## config.mk

```make
export PLATFORM = sky130hd
export DESIGN_NAME = wclk_ctl
export DESIGN_NICKNAME = d
export VERILOG_FILES = /design/src/rtl/wclk_pkg.sv /design/src/rtl/wclk_mode_fsm.sv /design/src/rtl/wclk_prescaler.sv /design/src/rtl/wclk_qualify.sv /design/src/rtl/wclk_ctl.sv
export SDC_FILE = /design/constraint.sdc
export NUM_CORES = 1
export LEC_CHECK = 0
export BUFFER_PORTS_ARGS = -buffer_cell sky130_fd_sc_hd__buf_2
export CAP_MARGIN = 30
export CELL_PAD_IN_SITES_DETAIL_PLACEMENT = 1
export CELL_PAD_IN_SITES_GLOBAL_PLACEMENT = 1
export CORE_ASPECT_RATIO = 0.75
export CORE_MARGIN = 2
export CORE_UTILIZATION = 38
export CTS_BUF_LIST = sky130_fd_sc_hd__clkbuf_8
export DETAILED_ROUTE_END_ITERATION = 10
export PLACE_DENSITY_LB_ADDON = 0.12
export SKIP_CTS_REPAIR_TIMING = 1
export SLEW_MARGIN = 20
export SYNTH_ARGS = -nofsm -noshare
export SYNTH_HDL_FRONTEND = slang
export SYNTH_SLANG_ARGS = --single-unit
```

## constraint.sdc

```tcl
create_clock -name clk -period 3.9 [get_ports clk]
set_input_delay 0.975 -clock clk [delete_from_list [all_inputs] [get_ports clk]]
set_output_delay 0.975 -clock clk [all_outputs]
set_load 0.02 [all_outputs]
```

## src/rtl/wclk_pkg.sv

```systemverilog
package wclk_pkg;
  typedef enum logic [1:0] {
    WM_RUN     = 2'd0,
    WM_SHALLOW = 2'd1,
    WM_DEEP    = 2'd2
  } wmode_e;
endpackage

```

## src/rtl/wclk_mode_fsm.sv

```systemverilog
module wclk_mode_fsm
  import wclk_pkg::*;
(
  input  logic   clk,
  input  logic   rst_n,
  input  logic   wait_strobe_i,
  input  logic   stop_sel_i,
  input  logic   irq_accept_i,
  output wmode_e mode_o
);
  wmode_e mode_q;
  wmode_e mode_d;

  always_comb begin
    mode_d = mode_q;
    case (mode_q)
      WM_RUN: begin
        if (wait_strobe_i && !irq_accept_i) begin
          mode_d = stop_sel_i ? WM_DEEP : WM_SHALLOW;
        end
      end
      WM_SHALLOW, WM_DEEP: begin
        if (irq_accept_i) begin
          mode_d = WM_RUN;
        end
      end
      default: mode_d = WM_RUN;
    endcase
  end

  always_ff @(posedge clk or negedge rst_n) begin
    if (!rst_n) mode_q <= WM_RUN;
    else        mode_q <= mode_d;
  end

  assign mode_o = mode_q;

  assert_depth_held_R4: assert property (@(posedge clk) disable iff (!rst_n)
    (mode_q == WM_DEEP && !irq_accept_i) |=> (mode_q == WM_DEEP));

  assert_wait_ignored_R11: assert property (@(posedge clk) disable iff (!rst_n)
    (mode_q == WM_SHALLOW && !irq_accept_i) |=> (mode_q == WM_SHALLOW));
endmodule

```

## src/rtl/wclk_prescaler.sv

```systemverilog
module wclk_prescaler #(
  parameter int TAP_LOG2_MAX = 12,
  parameter int WDT_LO_LOG2  = 5,
  parameter int WDT_HI_LOG2  = 9,
  localparam int CNT_W       = TAP_LOG2_MAX,
  localparam int NUM_TAPS    = TAP_LOG2_MAX + 1
) (
  input  logic                clk,
  input  logic                rst_n,
  input  logic                tree_en_i,
  input  logic                wdt_en_i,
  output logic [NUM_TAPS-1:0] tap_o,
  output logic                wdt_lo_o,
  output logic                wdt_hi_o
);
  logic [CNT_W-1:0] cnt_q;
  logic [CNT_W-1:0] cnt_d;

  always_comb begin
    cnt_d = cnt_q;
    if (tree_en_i) cnt_d = cnt_q + 1'b1;
  end

  always_ff @(posedge clk or negedge rst_n) begin
    if (!rst_n) cnt_q <= '0;
    else        cnt_q <= cnt_d;
  end

  for (genvar k = 0; k < NUM_TAPS; k++) begin : g_tap
    if (k == 0) begin : g_base
      assign tap_o[k] = tree_en_i;
    end else begin : g_div
      assign tap_o[k] = tree_en_i && (&cnt_q[k-1:0]);
    end
  end

  assign wdt_lo_o = wdt_en_i && (&cnt_q[WDT_LO_LOG2-1:0]);
  assign wdt_hi_o = wdt_en_i && (&cnt_q[WDT_HI_LOG2-1:0]);

  assert_count_hold_R7: assert property (@(posedge clk) disable iff (!rst_n)
    !tree_en_i |=> $stable(cnt_q));

  assert_count_step_R7: assert property (@(posedge clk) disable iff (!rst_n)
    tree_en_i |=> (cnt_q == $past(cnt_q) + 1'b1));
endmodule

```

## src/rtl/wclk_qualify.sv

```systemverilog
module wclk_qualify
  import wclk_pkg::*;
#(
  parameter int NUM_TMR = 5,
  parameter int NUM_SIO = 2
) (
  input  wmode_e             mode_i,
  input  logic [NUM_TMR-1:0] tmr_event_mode_i,
  input  logic [NUM_SIO-1:0] sio_ext_clk_i,
  output logic               core_en_o,
  output logic               tree_en_o,
  output logic               wdt_en_o,
  output logic [NUM_TMR-1:0] tmr_run_o,
  output logic [NUM_SIO-1:0] sio_run_o
);
  logic is_deep;

  always_comb begin
    is_deep   = (mode_i == WM_DEEP);
    core_en_o = (mode_i == WM_RUN);
    wdt_en_o  = (mode_i == WM_RUN);
    tree_en_o = !is_deep;
  end

  for (genvar i = 0; i < NUM_TMR; i++) begin : g_tmr
    assign tmr_run_o[i] = !is_deep || tmr_event_mode_i[i];
  end

  for (genvar j = 0; j < NUM_SIO; j++) begin : g_sio
    assign sio_run_o[j] = !is_deep || sio_ext_clk_i[j];
  end
endmodule

```

## src/rtl/wclk_ctl.sv

```systemverilog
module wclk_ctl
  import wclk_pkg::*;
#(
  parameter int TAP_LOG2_MAX = 12,
  parameter int WDT_LO_LOG2  = 5,
  parameter int WDT_HI_LOG2  = 9,
  parameter int NUM_TMR      = 5,
  parameter int NUM_SIO      = 2,
  localparam int NUM_TAPS    = TAP_LOG2_MAX + 1
) (
  input  logic                clk,
  input  logic                rst_n,
  input  logic                wait_strobe_i,
  input  logic                stop_sel_i,
  input  logic                irq_accept_i,
  input  logic [NUM_TMR-1:0]  tmr_event_mode_i,
  input  logic [NUM_SIO-1:0]  sio_ext_clk_i,
  output logic                osc_en_o,
  output logic                pll_en_o,
  output logic                sys_clk_en_o,
  output logic                cpu_clk_en_o,
  output logic                biu_clk_en_o,
  output logic                periph_en_o,
  output logic                wdt_en_o,
  output logic [NUM_TAPS-1:0] tap_en_o,
  output logic                wdt_tap32_o,
  output logic                wdt_tap512_o,
  output logic [NUM_TMR-1:0]  tmr_run_o,
  output logic [NUM_SIO-1:0]  sio_run_o,
  output logic [1:0]          mode_o
);
  wmode_e mode;
  logic   core_en;
  logic   tree_en;
  logic   wdt_en;

  wclk_mode_fsm u_fsm (
    .clk           (clk),
    .rst_n         (rst_n),
    .wait_strobe_i (wait_strobe_i),
    .stop_sel_i    (stop_sel_i),
    .irq_accept_i  (irq_accept_i),
    .mode_o        (mode)
  );

  wclk_qualify #(
    .NUM_TMR (NUM_TMR),
    .NUM_SIO (NUM_SIO)
  ) u_qual (
    .mode_i           (mode),
    .tmr_event_mode_i (tmr_event_mode_i),
    .sio_ext_clk_i    (sio_ext_clk_i),
    .core_en_o        (core_en),
    .tree_en_o        (tree_en),
    .wdt_en_o         (wdt_en),
    .tmr_run_o        (tmr_run_o),
    .sio_run_o        (sio_run_o)
  );

  wclk_prescaler #(
    .TAP_LOG2_MAX (TAP_LOG2_MAX),
    .WDT_LO_LOG2  (WDT_LO_LOG2),
    .WDT_HI_LOG2  (WDT_HI_LOG2)
  ) u_pre (
    .clk       (clk),
    .rst_n     (rst_n),
    .tree_en_i (tree_en),
    .wdt_en_i  (wdt_en),
    .tap_o     (tap_en_o),
    .wdt_lo_o  (wdt_tap32_o),
    .wdt_hi_o  (wdt_tap512_o)
  );

  assign osc_en_o     = 1'b1;
  assign pll_en_o     = 1'b1;
  assign sys_clk_en_o = tree_en;
  assign cpu_clk_en_o = core_en;
  assign biu_clk_en_o = core_en;
  assign periph_en_o  = tree_en;
  assign wdt_en_o     = wdt_en;
  assign mode_o       = mode;

  assert_enter_wait_R2: assert property (@(posedge clk) disable iff (!rst_n)
    (mode == WM_RUN && wait_strobe_i && !irq_accept_i) |=> (!cpu_clk_en_o && !wdt_en_o));

  assert_deep_tree_off_R3: assert property (@(posedge clk) disable iff (!rst_n)
    (mode == WM_RUN && wait_strobe_i && stop_sel_i && !irq_accept_i) |=> !sys_clk_en_o);

  assert_wake_R5: assert property (@(posedge clk) disable iff (!rst_n)
    (mode != WM_RUN && irq_accept_i) |=> (cpu_clk_en_o && sys_clk_en_o && wdt_en_o));

  assert_irq_blocks_wait_R6: assert property (@(posedge clk) disable iff (!rst_n)
    (mode == WM_RUN && wait_strobe_i && irq_accept_i) |=> cpu_clk_en_o);

  assert_wdt_quiet_R8: assert property (@(posedge clk) disable iff (!rst_n)
    (mode != WM_RUN) |-> (!wdt_tap32_o && !wdt_tap512_o));
endmodule

```

==> reports/metrics.cfg, run 1 <==
[worst_setup_path]
startpoint = u_fsm.mode_o[0]
r2r_start = u_fsm.mode_o[0]
cp-end-kind = output pin
path_max_fanout = 20
reg2reg_to = u_pre.cnt_q[6]
crit_family = simple AND/OR/NAND/NOR gates
cp_slowest_stage_delay_ns = 0.45
crit_slowest_cell = ha_1
critPathBufInv = 2
ff2ff_path_depth = 5
path_class = reg -> out
crit_end = tap_en_o[12]
worstPathArrival_ns = 2.18
crit_path_start_kind = register
cp.required_ns = 2.92
cp.depth = 6
path_cells = inv_1, ha_1, nand2b_1, nor4_4, and3_1, buf_2
r2r_setup_slack_ns = 1.98

[hold_path]
whs_path_depth = 1
hold_path_class = reg -> reg

[power_and_ir_drop]
cellLeakagePower_nw = 0.648
p_per_area_nw_per_um2 = 697
vdd_drop_max_uv = 350

[global_routing]
grt_pass1_wl_mm = 3.26
grt_pass1_vias = 704
grt_overflow = 0
grt_max_degree = 21
grt_usage_pct = 16.0
grt_antenna_before_repair = 0

[finish]
final_common_cell = buf_2
drive_gt1_share_pct = 41.5
n_antenna_cell = 0
nNetsFinal = 149
final_cell_mix = buf_2 (40), dfrtp_1 (14), inv_1 (10), nand2b_1 (8), ha_1 (6)
area_growth_pct = 25.8

[cts]
cts-root-buf = clkbuf_8
clk_latency_ns = 0.24
cts_sinks = 14
cts_tree = done
cts_made_buffers = 3
clockBufferDepth = 2
cts-htree-levels = 1
clkTransAtPathRegs_ns = 0.06

[sta]
setup_viol = 0
worst_slew_pin_slew_ns = 0.706
finalHoldViolCount = 0
setup_tns_ns = 0
relSlewSlack_pct = 52.9
slew_viol_final = 0
finalCritPeriodShare_pct = 80.8
clock_skew_ns = 0.00281
finalCriticalPeriod_ns = 3.15
rsz0062_at_grt = no
finalWorstSetupSlack_ns = 0.749
fmax_mhz = 317

[floorplan]
coreArea_um2 = 2350
die_w_um = 61.9
io_pins = 43
row_count = 15
die_y_um = 47.4
start_util_pct = 40.7
dieArea_um2 = 2930

[detailed_routing]
drt-pass1-iter-count = 2
wl_mm = 2.09
wl_per_cell_um = 12.7
drc = 0
antenna_left = 0
vias = 752
first_iter_violations = 17
vias_per_cell = 4.59

[logic_synthesis]
yosysWarnings = 0
ys_seq_area_share_pct = 36.7
syn_avg_cell_area_um2 = 10.3
synth_edf_count = 0
ys_ff_latch = 14
netlist_area_um2 = 955
synthCells = 93
synth_flop_cell = dfrtp_1
synth.distinct_cells = 28
postSynth.asyncResetShare_pct = 100

[placed_design]
gp_congestion = 0.701
dp_hpwl_mm = 1.77
dp_worst_setup_slack_ns = 0.969
port_buffers = 40

[flow_run]
drv_cap = 0

[outcome]
outcome = complete, no violations

cells in the mapped netlist, types with 2 or more instances:
cell      count  area share, %
dfrtp_1      14             37
inv_1        10            3.9
nand2b_1      8            5.2
buf_4         6            4.7
ha_1          6            7.9
xnor2_1       5            4.6
mux2_2        4            4.7
nor2_1        4            1.6
nor2b_1       4            2.6
nor3_1        4            2.1
nand3_1       3            1.6
xor2_1        3            2.8
a21oi_1       2            1.0
and2_1        2            1.3
buf_2         2            1.0
nand2_1       2           0.79
nor4_4        2            4.5
o22ai_1       2            1.3
stage by stage:
step	hold WS, ns	power, W	instance area, µm²	cells	utilization [%]
detailed placement	0.479	0.000711	1150	160	48.9
floorplan	0.434	0.000602	958	94	-
CTS	0.489	0.000854	1200	164	51.2
global route	0.500	0.000914	1200	164	51.2
finish	0.481	0.000838	1200	164	51.2
global placement	0.456	0.000686	1150	160	48.9
layer usage:
| metal | track usage (%) | share of wire, % |
|---|---|---|
| met1 | 19.4 | 42 |
| met2 | 27.6 | 52 |
| met3 | 4.96 | 4.9 |
| met4 | 5.11 | 0.53 |
| met5 | 0 | 0 |
worst reg2reg max path, delay by kind of cell, from the launching register on:
| family | cells | cell delay, ns |
|---|---|---|
| flops | 1 | 0.37 |
| xor+xnor | 1 | 0.13 |
| fa+ha+maj | 1 | 0.45 |
| simple gates | 2 | 0.75 |
| buf+inv | 1 | 0.09 |
flip-flops by register name, summed over array words and instances, names as in the netlist:
signal / cells
u_pre.cnt_q: 12
u_fsm.mode_o: 2
area by class of cell:
cell class	instances	area, µm²
clock buffer	4	55.1
fill	280	1140
inverter	10	37.5
multi-input combinational	62	515
sequential	14	350
tap	34	42.5
timing repair buffer	40	200
cell families (layout without fill, tap and decap cells):
logic type | count (synthesis) | in the layout | share of synthesized area, %
compound gates | 5 | 5 | 2.88
xor+xnor | 8 | 8 | 7.34
fa+ha+maj | 6 | 6 | 7.86
buf+inv | 18 | 54 | 9.70
flops | 14 | 14 | 36.7
mux | 4 | 4 | 4.72
other cells | 1 | 2 | 0.393
simple gates | 37 | 37 | 30.4
how the worst min path moves through the flow:
stage / to / from / slack (ns)
finish: u_pre.cnt_q[11] / u_pre.cnt_q[11] / 0.48
global placement: u_pre.cnt_q[11] / u_pre.cnt_q[11] / 0.46
floorplan: u_pre.cnt_q[11] / u_pre.cnt_q[11] / 0.43
global route: u_pre.cnt_q[11] / u_pre.cnt_q[11] / 0.50
detailed placement: u_pre.cnt_q[11] / u_pre.cnt_q[11] / 0.48
CTS: u_pre.cnt_q[11] / u_pre.cnt_q[11] / 0.49
power breakdown:
part / switching [W] / internal [W] / total, W
clock: 0.0000500 / 0.0000894 / 0.000139
combinational: 0.000266 / 0.000172 / 0.000438
sequential: 0.0000667 / 0.000194 / 0.000260
total: 0.000383 / 0.000455 / 0.000838
Power figures use the tool's default switching activity.
==> inputs of run 2 (changes only) <==
- CORE_UTILIZATION: 38 -> 35
- clock period: 3.9 -> 3.3 ns (I/O delays scaled with it)
==> reports/metrics.cfg, run 2 (same netlist as run 1, synthesis figures left out) <==
[detailed_routing]
wl_met1_mm = 1.03  ; +16%
wl_mm = 2.20  ; +5.4%
highest_layer = met4
drc = 0  ; unchanged
vias_per_cell = 4.49  ; -2.1%
first_iter_violations = 13  ; -4
drt-pass1-iter-count = 4  ; +2
wl_per_cell_um = 13.2  ; +3.5%
wl_met2_mm = 1.05  ; -3.6%
antenna_left = 0  ; unchanged
dr_wl_met3_um = 109  ; +6.9%
vias = 750  ; -0.27%

[worst_setup_path]
crit_path_start_kind = register
path_max_fanout = 4  ; -80%
cp.required_ns = 2.47  ; -0.45 ns
cp-end-kind = output pin
crit_slowest_cell = dfrtp_1
worstPathArrival_ns = 1.81  ; -0.37 ns
path_cells = inv_1, ha_1, nand2b_1, nor4_4, and3_1, buf_2
cp_slowest_stage_delay_ns = 0.36  ; -0.09 ns
path_class = reg -> out

[cts]
cts-htree-levels = 1  ; unchanged
cts_tree = done
clkTransAtPathRegs_ns = 0.06  ; about the same
clockBufferDepth = 2  ; unchanged
clk_latency_ns = 0.24  ; about the same
cts_made_buffers = 3  ; unchanged
cts-root-buf = clkbuf_8
cts_sinks = 14  ; unchanged

[power_and_ir_drop]
p_per_area_nw_per_um2 = 829  ; +19%
seqPwrFrac_pct = 30.9  ; -0.2 points
p_sw_share_pct = 46.0  ; +0.27 points
power_w = 0.00100  ; +20%
p_comb_share_pct = 52.6  ; +0.3 points
vdd_drop_max_uv = 511  ; +46%
p_switching_w = 0.000461  ; +21%
internal_power_w = 0.000542  ; +19%
cellLeakagePower_nw = 0.653  ; +0.82%
clkPwrFrac_pct = 16.5  ; about the same

[finish]
drive_gt1_share_pct = 42.0  ; +0.45 points
top_register = u_pre.cnt_q
n_antenna_cell = 0  ; unchanged
fillers = 326  ; +16%
final_common_cell = buf_2
final_cell_mix = buf_2 (40), dfrtp_1 (14), inv_1 (10), nand2b_1 (8), ha_1 (6)
nNetsFinal = 150  ; +0.67%
final_util_pct = 46.5  ; -4.7 points
largest_reg_flops = 12  ; unchanged
stdcell_area_um2 = 1210  ; +0.83%
area_growth_pct = 26.9

[floorplan]
start_util_pct = 36.7  ; -4.0 points
io_pins = 43  ; unchanged
die_y_um = 49.2  ; +3.8%
dieArea_um2 = 3170  ; +7.9%
coreArea_um2 = 2600  ; +11%
die_w_um = 64.3  ; +3.9%
row_count = 16  ; +1

[placed_design]
dpl_cell_area_um2 = 1160  ; +0.87%
dp_worst_setup_slack_ns = 0.916  ; -0.0533 ns
port_buffers = 40  ; unchanged
gp_congestion = 0.703  ; +0.37%
dp_hpwl_mm = 1.78  ; +0.69%

[sta]
setup_viol = 0  ; unchanged
finalWorstSetupSlack_ns = 0.668  ; -0.0811 ns
rsz0062_at_grt = no
finalCriticalPeriod_ns = 2.63
finalCritPeriodShare_pct = 79.8
finalHoldViolCount = 0  ; unchanged
setup_tns_ns = 0  ; unchanged
clock_skew_ns = 0.00363  ; +0.000822 ns
slew_viol_final = 0  ; unchanged
fmax_mhz = 380

[global_routing]
grt_usage_pct = 15.0  ; -1.1 points
grt_antenna_before_repair = 0  ; unchanged
grt_pass1_wl_mm = 3.61  ; +11%
grt_overflow = 0  ; unchanged
grt_max_degree = 20  ; -4.8%
grt_pass1_vias = 768  ; +9.1%

[outcome]
outcome = complete, no violations

[flow_run]
drv_cap = 0  ; unchanged

[hold_path]
hold_path_class = in -> async

run 2: per-layer routing:
| layer | vias to the layer above | track usage, % |
|---|---|---|
| met2 | 24 | 24.8 |
| met5 | - | 0 |
| li1 | 375 | - |
| met3 | 2 | 5.54 |
| met1 | 349 | 18.7 |
| met4 | 0 | 3.19 |
run 2: metrics by stage:
step | hold slack (ns) | cells
floorplan | 0.434 | 94
global placement | 0.458 | 163
detailed placement | 0.462 | 163
CTS | 0.474 | 167
global route | 0.479 | 167
finish | 0.463 | 167
run 2: layout make-up:
cell class | instances | area (µm²) | share of cell area [%]
Multi-Input combinational cell | 62 | 515 | 42.6
Clock buffer | 4 | 55.1 | 4.55
Timing Repair Buffer | 41 | 208 | 17.1
Tap cell | 36 | 45.0 | 3.72
Sequential cell | 14 | 350 | 28.9
Inverter | 10 | 37.5 | 3.10
run 2: critical path: cells and delay by family (launching register included):
kind          cells  cell delay (ns)
flops             1             0.36
fa+ha+maj         1             0.21
simple gates      3             0.75
buf+inv           2             0.24
run 2: worst paths after layout:
kind	end	slack, ns	startpoint	depth (start not counted)
min in group clk	u_pre.cnt_q[11]	0.47	u_pre.cnt_q[11]	1
hold reg to reg	u_pre.cnt_q[11]	0.47	u_pre.cnt_q[11]	1
setup reg to reg	u_pre.cnt_q[8]	1.61	u_pre.cnt_q[0]	5
setup / recovery	tap_en_o[12]	0.67	u_fsm.mode_o[0]	6
max in group asynchronous	u_pre.cnt_q[3]	2.60	rst_n	1
hold / removal	u_pre.cnt_q[11]	0.46	rst_n	1
run 2: power groups by stage:
stage	logic [W]	registers, W	clock network (W)
floorplan	0.000403	0.000309	0
global placement	0.000517	0.000309	0
detailed placement	0.000529	0.000314	0
CTS	0.000535	0.000311	0.000172
global route	0.000580	0.000320	0.000182
finish	0.000528	0.000311	0.000165
